**src/rtl/serial_rx_pkg.sv**
```systemverilog
package serial_rx_pkg;

   typedef enum logic [1:0] {
      FR_HUNT  = 2'd0,
      FR_START = 2'd1,
      FR_DATA  = 2'd2,
      FR_STOP  = 2'd3
   } frame_state_t;

   // XOR of the first nbits bits of the field, compared with the parity sense.
   // Returns 1 when the parity bit held in the field does not match.
   function automatic logic parity_mismatch(input logic [15:0] field,
                                            input int unsigned nbits,
                                            input logic odd_sense);
      logic acc;
      acc = odd_sense;
      for (int i = 0; i < 16; i++) begin
         if (i < nbits) acc = acc ^ field[i];
      end
      return acc;
   endfunction

endpackage

```
**src/rtl/srx_line_sel.sv**
```systemverilog
module srx_line_sel #(
   parameter int SYNC_STAGES = 2
) (
   input  logic clk,
   input  logic rst_n,
   input  logic sel_loop,
   input  logic pin_in,
   input  logic loop_in,
   output logic line_o
);
   logic raw_line;
   assign raw_line = sel_loop ? loop_in : pin_in;

   generate
      if (SYNC_STAGES == 0) begin : g_direct
         assign line_o = raw_line;
      end else begin : g_sync
         logic [SYNC_STAGES-1:0] stage_q;
         always_ff @(posedge clk or negedge rst_n) begin
            if (!rst_n) begin
               stage_q <= '1;
            end else begin
               stage_q[0] <= raw_line;
               for (int i = 1; i < SYNC_STAGES; i++) begin
                  stage_q[i] <= stage_q[i-1];
               end
            end
         end
         assign line_o = stage_q[SYNC_STAGES-1];
      end
   endgenerate
endmodule

```
**src/rtl/srx_framer.sv**
```systemverilog
module srx_framer
   import serial_rx_pkg::*;
#(
   parameter int OVS  = 16,
   parameter int DMAX = 9
) (
   input  logic            clk,
   input  logic            rst_n,
   input  logic            tick,
   input  logic            line,
   input  logic            long_char,
   output logic            busy,
   output logic            start_ok,
   output logic            done,
   output logic            stop_bit,
   output logic [DMAX-1:0] frame_data
);
   localparam int CW = $clog2(OVS);
   localparam int BW = $clog2(DMAX + 1);
   localparam logic [CW-1:0] C_LAST   = CW'(OVS - 1);
   localparam logic [CW-1:0] C_VOTE_A = CW'(OVS / 2 - 2);
   localparam logic [CW-1:0] C_VOTE_B = CW'(OVS / 2 - 1);
   localparam logic [CW-1:0] C_VOTE_C = CW'(OVS / 2);
   localparam logic [CW-1:0] C_START  = CW'(OVS / 2 - 1);
   localparam logic [CW-1:0] C_STOP   = CW'(OVS / 2 + 1);
   localparam logic [BW-1:0] B_LONG   = BW'(DMAX - 1);
   localparam logic [BW-1:0] B_SHORT  = BW'(DMAX - 2);

   frame_state_t    state_q;
   logic [CW-1:0]   cnt_q;
   logic [BW-1:0]   bit_q;
   logic [1:0]      votes_q;
   logic [DMAX-1:0] shreg_q;
   logic [BW-1:0]   last_bit;
   logic            in_vote;

   assign last_bit = long_char ? B_LONG : B_SHORT;
   assign in_vote  = (cnt_q == C_VOTE_A) || (cnt_q == C_VOTE_B) || (cnt_q == C_VOTE_C);
   assign busy     = (state_q != FR_HUNT);
   assign frame_data = shreg_q;

   always_ff @(posedge clk or negedge rst_n) begin
      if (!rst_n) begin
         state_q  <= FR_HUNT;
         cnt_q    <= '0;
         bit_q    <= '0;
         votes_q  <= '0;
         shreg_q  <= '0;
         done     <= 1'b0;
         start_ok <= 1'b0;
         stop_bit <= 1'b1;
      end else begin
         done     <= 1'b0;
         start_ok <= 1'b0;
         if (tick) begin
            case (state_q)
               FR_HUNT: begin
                  if (!line) begin
                     state_q <= FR_START;
                     cnt_q   <= CW'(1);
                  end
               end
               FR_START: begin
                  if (cnt_q == C_START && line) begin
                     state_q <= FR_HUNT;
                     cnt_q   <= '0;
                  end else begin
                     if (cnt_q == C_START) start_ok <= 1'b1;
                     if (cnt_q == C_LAST) begin
                        state_q <= FR_DATA;
                        cnt_q   <= '0;
                        bit_q   <= '0;
                        votes_q <= '0;
                        shreg_q <= '0;
                     end else begin
                        cnt_q <= cnt_q + 1'b1;
                     end
                  end
               end
               FR_DATA: begin
                  if (in_vote) votes_q <= votes_q + {1'b0, line};
                  if (cnt_q == C_LAST) begin
                     shreg_q[bit_q] <= votes_q[1];
                     votes_q        <= '0;
                     cnt_q          <= '0;
                     if (bit_q == last_bit) state_q <= FR_STOP;
                     else                   bit_q   <= bit_q + 1'b1;
                  end else begin
                     cnt_q <= cnt_q + 1'b1;
                  end
               end
               FR_STOP: begin
                  if (in_vote) votes_q <= votes_q + {1'b0, line};
                  if (cnt_q == C_STOP) begin
                     done     <= 1'b1;
                     stop_bit <= votes_q[1];
                     state_q  <= FR_HUNT;
                     cnt_q    <= '0;
                  end else begin
                     cnt_q <= cnt_q + 1'b1;
                  end
               end
               default: state_q <= FR_HUNT;
            endcase
         end
      end
   end
endmodule

```
**src/rtl/srx_idle_det.sv**
```systemverilog
module srx_idle_det #(
   parameter int OVS  = 16,
   parameter int DMAX = 9
) (
   input  logic clk,
   input  logic rst_n,
   input  logic tick,
   input  logic line,
   input  logic busy,
   input  logic start_ok,
   input  logic long_char,
   input  logic idle_long,
   output logic idle_evt
);
   localparam int LIM_L = (DMAX + 2) * OVS;
   localparam int LIM_S = (DMAX + 1) * OVS;
   localparam int OW    = $clog2(LIM_L + 1);
   localparam logic [OW-1:0] O_LIM_L = OW'(LIM_L);
   localparam logic [OW-1:0] O_LIM_S = OW'(LIM_S);

   logic [OW-1:0] ones_q;
   logic [OW-1:0] limit;
   logic          armed_q;
   logic          countable;

   assign limit     = long_char ? O_LIM_L : O_LIM_S;
   assign countable = line && !(idle_long && busy);

   always_ff @(posedge clk or negedge rst_n) begin
      if (!rst_n) begin
         ones_q   <= '0;
         armed_q  <= 1'b0;
         idle_evt <= 1'b0;
      end else begin
         idle_evt <= 1'b0;
         if (start_ok) armed_q <= 1'b1;
         if (tick) begin
            if (!countable) begin
               ones_q <= '0;
            end else if (ones_q < limit) begin
               ones_q <= ones_q + 1'b1;
               if ((ones_q == limit - 1'b1) && armed_q) begin
                  idle_evt <= 1'b1;
                  armed_q  <= 1'b0;
               end
            end
         end
      end
   end
endmodule

```
**src/rtl/srx_status.sv**
```systemverilog
module srx_status
   import serial_rx_pkg::*;
#(
   parameter int DMAX = 9
) (
   input  logic            clk,
   input  logic            rst_n,
   input  logic            done,
   input  logic            stop_bit,
   input  logic [DMAX-1:0] frame_data,
   input  logic            idle_evt,
   input  logic            long_char,
   input  logic            wake_addr,
   input  logic            par_en,
   input  logic            par_odd,
   input  logic            rwu_set,
   input  logic            data_read,
   output logic [DMAX-1:0] rx_data,
   output logic            rdrf,
   output logic            ovr,
   output logic            idle,
   output logic            fe_err,
   output logic            pe_err,
   output logic            rwu
);
   logic        top_bit;
   logic        accept;
   logic        par_bad;
   int unsigned nbits;

   assign nbits   = long_char ? DMAX : DMAX - 1;
   assign top_bit = long_char ? frame_data[DMAX-1] : frame_data[DMAX-2];
   assign par_bad = par_en && parity_mismatch(16'(frame_data), nbits, par_odd);
   assign accept  = done && (!rwu || (wake_addr && top_bit));

   always_ff @(posedge clk or negedge rst_n) begin
      if (!rst_n) begin
         rx_data <= '0;
         rdrf    <= 1'b0;
         ovr     <= 1'b0;
         idle    <= 1'b0;
         fe_err  <= 1'b0;
         pe_err  <= 1'b0;
         rwu     <= 1'b0;
      end else begin
         if (data_read) begin
            rdrf   <= 1'b0;
            ovr    <= 1'b0;
            idle   <= 1'b0;
            fe_err <= 1'b0;
            pe_err <= 1'b0;
         end
         if (accept) begin
            if (rdrf && !data_read) begin
               ovr <= 1'b1;
            end else begin
               rx_data <= frame_data;
               rdrf    <= 1'b1;
               fe_err  <= !stop_bit;
               pe_err  <= par_bad;
            end
         end
         if (idle_evt && !rwu) idle <= 1'b1;
         if (rwu && ((wake_addr && accept) || (!wake_addr && idle_evt))) rwu <= 1'b0;
         if (rwu_set) rwu <= 1'b1;
      end
   end
endmodule

```
**src/rtl/serial_rx_wake.sv**
```systemverilog
module serial_rx_wake #(
   parameter int OVS         = 16,
   parameter int DMAX        = 9,
   parameter int SYNC_STAGES = 2
) (
   input  logic            clk,
   input  logic            rst_n,
   input  logic            baud_tick,
   input  logic            rxd_pin,
   input  logic            loop_tx,
   input  logic            cfg_loop,
   input  logic            cfg_long_char,
   input  logic            cfg_wake_addr,
   input  logic            cfg_idle_long,
   input  logic            cfg_par_en,
   input  logic            cfg_par_odd,
   input  logic            cfg_rie,
   input  logic            rwu_set,
   input  logic            data_read,
   output logic [DMAX-1:0] rx_data,
   output logic            rdrf,
   output logic            ovr,
   output logic            idle,
   output logic            fe_err,
   output logic            pe_err,
   output logic            rwu,
   output logic            rx_irq
);
   generate
      if (OVS < 8)         begin : g_bad_ovs  $error("OVS must be at least 8");          end
      if (DMAX < 3)        begin : g_bad_dmin $error("DMAX must be at least 3");         end
      if (DMAX > 16)       begin : g_bad_dmax $error("DMAX must not exceed 16");         end
      if (SYNC_STAGES < 0) begin : g_bad_sync $error("SYNC_STAGES must not be negative"); end
   endgenerate

   logic            line;
   logic            busy;
   logic            start_ok;
   logic            done;
   logic            stop_bit;
   logic            idle_evt;
   logic [DMAX-1:0] frame_data;

   srx_line_sel #(.SYNC_STAGES(SYNC_STAGES)) u_sel (
      .clk(clk), .rst_n(rst_n), .sel_loop(cfg_loop),
      .pin_in(rxd_pin), .loop_in(loop_tx), .line_o(line)
   );

   srx_framer #(.OVS(OVS), .DMAX(DMAX)) u_framer (
      .clk(clk), .rst_n(rst_n), .tick(baud_tick), .line(line),
      .long_char(cfg_long_char), .busy(busy), .start_ok(start_ok),
      .done(done), .stop_bit(stop_bit), .frame_data(frame_data)
   );

   srx_idle_det #(.OVS(OVS), .DMAX(DMAX)) u_idle (
      .clk(clk), .rst_n(rst_n), .tick(baud_tick), .line(line),
      .busy(busy), .start_ok(start_ok), .long_char(cfg_long_char),
      .idle_long(cfg_idle_long), .idle_evt(idle_evt)
   );

   srx_status #(.DMAX(DMAX)) u_stat (
      .clk(clk), .rst_n(rst_n), .done(done), .stop_bit(stop_bit),
      .frame_data(frame_data), .idle_evt(idle_evt),
      .long_char(cfg_long_char), .wake_addr(cfg_wake_addr),
      .par_en(cfg_par_en), .par_odd(cfg_par_odd), .rwu_set(rwu_set),
      .data_read(data_read), .rx_data(rx_data), .rdrf(rdrf), .ovr(ovr),
      .idle(idle), .fe_err(fe_err), .pe_err(pe_err), .rwu(rwu)
   );

   assign rx_irq = cfg_rie && (rdrf || ovr);
endmodule

```
**config.mk**
```make
export PLATFORM = sky130hd
export DESIGN_NAME = serial_rx_wake
export DESIGN_NICKNAME = d
export VERILOG_FILES = /design/src/rtl/serial_rx_pkg.sv /design/src/rtl/srx_line_sel.sv /design/src/rtl/srx_framer.sv /design/src/rtl/srx_idle_det.sv /design/src/rtl/srx_status.sv /design/src/rtl/serial_rx_wake.sv
export SDC_FILE = /design/constraint.sdc
export NUM_CORES = 1
export LEC_CHECK = 0
export BUFFER_PORTS_ARGS = -buffer_cell sky130_fd_sc_hd__buf_2
export CORE_MARGIN = 10
export CORE_UTILIZATION = 63
export CTS_CLUSTER_SIZE = 8
export DETAILED_ROUTE_END_ITERATION = 8
export PLACE_DENSITY = 0.85
export SLEW_MARGIN = 20
export SYNTH_ARGS = -nofsm -noshare
export SYNTH_HDL_FRONTEND = slang
export SYNTH_HIERARCHICAL = 1
export SYNTH_SLANG_ARGS = --single-unit
```
**constraint.sdc**
```tcl
create_clock -name clk -period 3.2 [get_ports clk]
set_clock_uncertainty 0.15 [all_clocks]
set_input_delay 0.32 -clock clk [delete_from_list [all_inputs] [get_ports clk]]
set_output_delay 0.32 -clock clk [all_outputs]
set_load 0.02 [all_outputs]
```
Word level (Yosys, flattened, before mapping):

Index checks and enable logic that the tools add are counted.

* register bits after elaboration: 51
* input port bits: 14
* output and inout port bits: 16
* logic and storage cells: 180

* $add $sub $neg: 5
* order comparisons: 12
* equality and inequality tests: 19
* muxes and demuxes: 77
* bitwise operators: 10
* reductions and logical operators: 38

Operator list (number)
* 3-bit by 32-bit less-than comparator with 1-bit output, first input constant: 4
* 1-bit by 32-bit less-than comparator with 1-bit output, first input constant: 2
* 2-bit by 32-bit less-than comparator with 1-bit output, first input constant: 2
* 1-bit 2-to-1 mux: 45
* 4-bit 2-to-1 mux: 9
* 4-bit by 32-bit less-than comparator with 1-bit output, first input constant: 1
* 9-bit 2-to-1 mux: 3
* 2-bit 2-to-1 mux: 10
* 9-bit one-hot mux with 2 select lines: 1
* 8-bit 2-to-1 mux: 2
* 4-bit one-hot mux with 4 select lines: 1
* 1-bit logical AND: 14
* 4-bit == test, second input constant: 3
* 6-bit AND reduction: 2
* 9-bit bitwise mux: 1
* 1-bit bitwise XOR: 9
* 4-bit by 1-bit adder with 4-bit output, second input constant: 2
* 8-bit by 1-bit adder with 8-bit output, second input constant: 1
* 4-bit by 3-bit == test with 1-bit output, second input constant: 2
* 8-bit == test: 1
* 8-bit less-than comparator: 1
* 2-bit by 1-bit inequality test with 1-bit output, second input constant: 4
* 2-bit inequality test, second input constant: 4
* 2-bit one-hot mux with 4 select lines: 1
* 22 further kinds: 36

Depth between registers and ports, before layout:

* word-level depth: 22
* depth in mapped cells: 7
* depth with buffers taken out: 6

Cells and area by module:

Netlist, hierarchy kept.

By module, submodules not included
* srx_framer: times used 1, cells each 168, area an instance 1514.0 sq um
* srx_status: times used 1, cells each 53, area an instance 725.7 sq um
* srx_idle_det: times used 1, cells each 51, area an instance 526.8 sq um
* srx_line_sel: times used 1, cells each 3, area an instance 67.6 sq um
* serial_rx_wake: times used 1, cells each 1, area an instance 7.5 sq um

Worst setup path before layout:

Ideal clock, no wire load.

* path kind: reg-to-reg
* start: register with a tool-made name
* end: register u_idle.ones_q[6]
* setup time: 0.076 ns
* arrival time: 1.668 ns
* data required time: 2.974 ns
* setup slack: 1.305 ns
* cell stages (with the launch flop): 7
* cell sequence: dfrtp_1 buf_2 nor2_1 inv_1 a21bo_1 or4_1 o21ai_1

RTL lines
* to (signal assigned): RTL line srx_idle_det.sv:41 `ones_q <= ones_q + 1'b1;`
* to (decl): RTL line srx_idle_det.sv:21 `logic [OW-1:0] ones_q;`

==> metrics.md <==
| Metric | Value |
|---|---|
| Crit share post-route | 71.6% |
| Mapped Cells | 276 |
| Compound-cell area share of the yosys netlist | 20.0% |
| Worst EP required | 3290 ps |
| Share of cells above drive strength 1 | 17.4% |
| Maxcap violations | 0 |
| IO Pins | 30 |
| Vias | 2247 |
| Most common cell after layout, fill and taps aside | dfrtp_1 |
| Slowest CP cell | dfrtp_1 |
| Leakage | 1.42 nW |
| Achievable clock frequency | 436 MHz |
| Syn nets | 301 |
| Cell taking the most area after synthesis | dfrtp_1 |
| NumNets Final | 329 |
| Largest net degree at the start of global routing | 52 |
| Avg Inst Size Synth | 10.3 um^2 |
| Synth cell types | 65 |
| CTS clk-pin slew, worst paths | 90 ps |
| Reg area | 1280 um^2 |
| XOR/XNOR share of the synthesized area | 3.43% |
| Reg-to-reg endpoint | u_idle/ones_q[6] |
| Root Buffer | clkbuf_8 |
| Unrepaired setup endpoints after global routing | false |
| Num CTS Buffers | 5 |
| Yosys reg bits | 51 |
| Post-cts sizing count | 0 |
| Area Growth Syn to Fin | 9.16% |
| Ys Warns | 6 |
| Tightest Pin Transition | 817 ps |
| Area of the multi-input gates | 1440 um^2 |
| Post-CTS Hold Fix Bufs | 0 |
| GRT Resource Usage Total | 15.9% |
| Drt total wl | 5950 um |
| CTS H-tree depth | 2 |
| EDFF count, synth | 0 |
| Placed insts | 348 |
| Post-Synth Adder-Cell Area | 4.84% |
| Critical Path, Cell by Cell | nor2_1, inv_1, a21bo_1, or4_1, o21ai_1 |
| Reg2Reg Depth | 5 |
| Fin. Hold Viols | 0 |
| Critical path class | reg2reg |
| Yosys top cell area share | 42.3% |
| Vias in the first global route | 2154 |
| Slew Viols, Final | 0 |
| Hold Crit Depth | 2 |
| Drt wl/cell | 16.7 um |
| Initial DRT Pass Iterations | 4 |
| Total grt overflow | 0 |
| Post-Synth Simple-Gate Area | 16.3% |
| Detailed Route Iter0 Violations | 152 |
| Min-delay src | rwu_set |
| Crit-path leading delay family | simple AND/OR/NAND/NOR gates |
| Total negative setup slack | 0 ps |
| Crit start category | register |
| Largest family of logic cells by synthesized area | compound AO/OA/AOI/OAI gates |
| Synth Cell Area | 2840 um^2 |
| # diodes | 0 |
| Endpoint, Worst Hold | u_stat/rwu |
| Global-route wire length before repair | 9810 um |
| Tmin final | 2290 ps |
| Antenna violations before repair | 0 |
| Pwr Density | 597 nW/um^2 |
| Rel. slew slack | 45.5% |
| Postcts setup bufs | 0 |
| Worst Path Arrival | 2380 ps |
| Clock Latency Late Sink | 310 ps |
| Row Count | 24 |
| Die Ht | 87.2 um |
| Die X | 87.2 um |
| Worst hold path type | in2reg |
| Number of port buffers | 29 |
| Outcome | complete, no violations |
| Final Setup Violations | 0 |
| Antenna Violating Nets Remaining | 0 |
| Fin cells | 357 |
| Post-DP HPWL | 4290 um |
| Ys async rst share | 100% |
| CP Capture Type | register |
| Seq/Total Area, Yosys | 45.0% |
| Starting density of the core | 65.3% |
| Post-synth top flop | dfrtp_1 |
| Multiplexer share of the synthesized area | 5.94% |
| Reg-to-reg slack, setup | 910 ps |
| Worst vdd ir | 364 uV |
| Synth top area cells | dfrtp_1 42%, o21ai_0 5.1%, ha_1 4.8% |
| CTS tree | yes |
| Drt via density | 6.29 |
| Commonest cells after routing, fill and taps aside | 48 x dfrtp_1, 29 x o21ai_0, 28 x buf_2 |
| Die ar. | 7600 um^2 |
| CP Max Fanout | 19 |
| Clock sink total | 51 |
| Filler cell count | 328 |
| Drt drc | 0 |
| Max clock buf depth | 2 |
| Final RePlAce weighted congestion | 0.866 |
| Crit path buf inv count | 1 |
| Core box area | 4350 um^2 |
| Delay of the slowest critical-path stage | 600 ps |
layer usage:
metal | wire length, um | vias up | track usage (%) | part of all wire, %
met2 | 2920 | 66 | 25.7 | 49
met5 | 0 | - | 0 | 0
met3 | 378 | 11 | 4.87 | 6.4
li1 | - | 1075 | - | -
met4 | 86 | 0 | 6.96 | 1.4
met1 | 2560 | 1095 | 18.9 | 43
power by group:
group	leakage, nW	internal [mW]	switching, mW	total, mW
Sequential	0.648	0.732	0.171	0.903
Clock	0.0483	0.154	0.216	0.371
Combinational	0.719	0.247	0.330	0.577
Total	1.42	1.13	0.717	1.85
logic make-up (layout without fill, tap and decap cells):
group / after synthesis / after routing
DFF: 51 / 51
xor gates and xnor gates: 8 / 8
and+or+nand+nor: 80 / 80
AOI/OAI and AO/OA: 82 / 82
adders and majority gates: 11 / 11
buffers and inverters: 29 / 58
muxes: 15 / 15
stage by stage:
| stage | hold WS, ps | instance area, um^2 | power [mW] | setup WS (ps) | util (%) |
|---|---|---|---|---|---|
| after floorplan | -126 | 2840 | 1.33 | 1310 | - |
| after global placement | 195 | 3000 | 1.44 | 1010 | 68.9 |
| after detailed placement | 199 | 3000 | 1.48 | 931 | 68.9 |
| after CTS | 38.4 | 3090 | 1.85 | 914 | 70.9 |
| after global routing | 35.7 | 3100 | 1.98 | 786 | 71.2 |
| final | 42.9 | 3100 | 1.85 | 909 | 71.2 |
state kept, by name, summed over array words and instances, names as in the netlist, 2 cells and up, named ones only:
signal	flops
u_idle/ones_q	8
u_framer/votes_q	2
u_framer/bit_q	4
u_framer/cnt_q	4
u_stat/rx_data	9
u_framer/frame_data	9
u_sel/g_sync.stage_q	2
synthesized netlist by cell type (all sizes together) (2+ instances only):
| cell type | instances |
|---|---|
| nand2b | 5 |
| inv | 20 |
| a221o | 2 |
| o2bb2ai | 2 |
| dfstp | 3 |
| nand3 | 9 |
| xnor2 | 3 |
| mux2i | 3 |
| xnor3 | 2 |
| o22ai | 2 |
| nand2 | 15 |
| nor2 | 17 |
| mux2 | 12 |
| clkbuf | 2 |
| nor2b | 7 |
| xor2 | 3 |
| and2b | 2 |
| or3 | 2 |
| o41ai | 3 |
| o21a | 2 |
| dfrtp | 48 |
| nand4b | 3 |
| a21oi | 14 |
| buf | 7 |
| a32o | 2 |
| nor4 | 3 |
| o21ai | 30 |
| nand4 | 4 |
| nor3b | 2 |
| and3 | 2 |
| o211ai | 7 |
| o311ai | 5 |
| or4 | 2 |
| a2bb2oi | 2 |
| ha | 11 |
area by class of cell:
class | count | area share, %
Inverter | 20 | 2.42
Timing Repair Buffer | 30 | 5.08
Tap cell | 52 | 2.10
Sequential cell | 51 | 41.3
Multi-Input combinational cell | 196 | 46.3
Clock inverter | 3 | 0.605
Clock buffer | 5 | 2.22
worst max path at each step:
| stage | start | end | slack, ps | cells after the start |
|---|---|---|---|---|
| floorplan | register | u_idle/ones_q[6] | 1310 | 6 |
| global placement | cfg_long_char | u_stat/rx_data[1] | 1010 | 4 |
| detailed placement | cfg_long_char | u_stat/rx_data[0] | 930 | 4 |
| CTS | register | u_idle/ones_q[6] | 910 | 5 |
| global route | register | u_idle/ones_q[6] | 790 | 5 |
| finish | register | u_idle/ones_q[6] | 910 | 5 |
(Power assumes the default switching activity.)
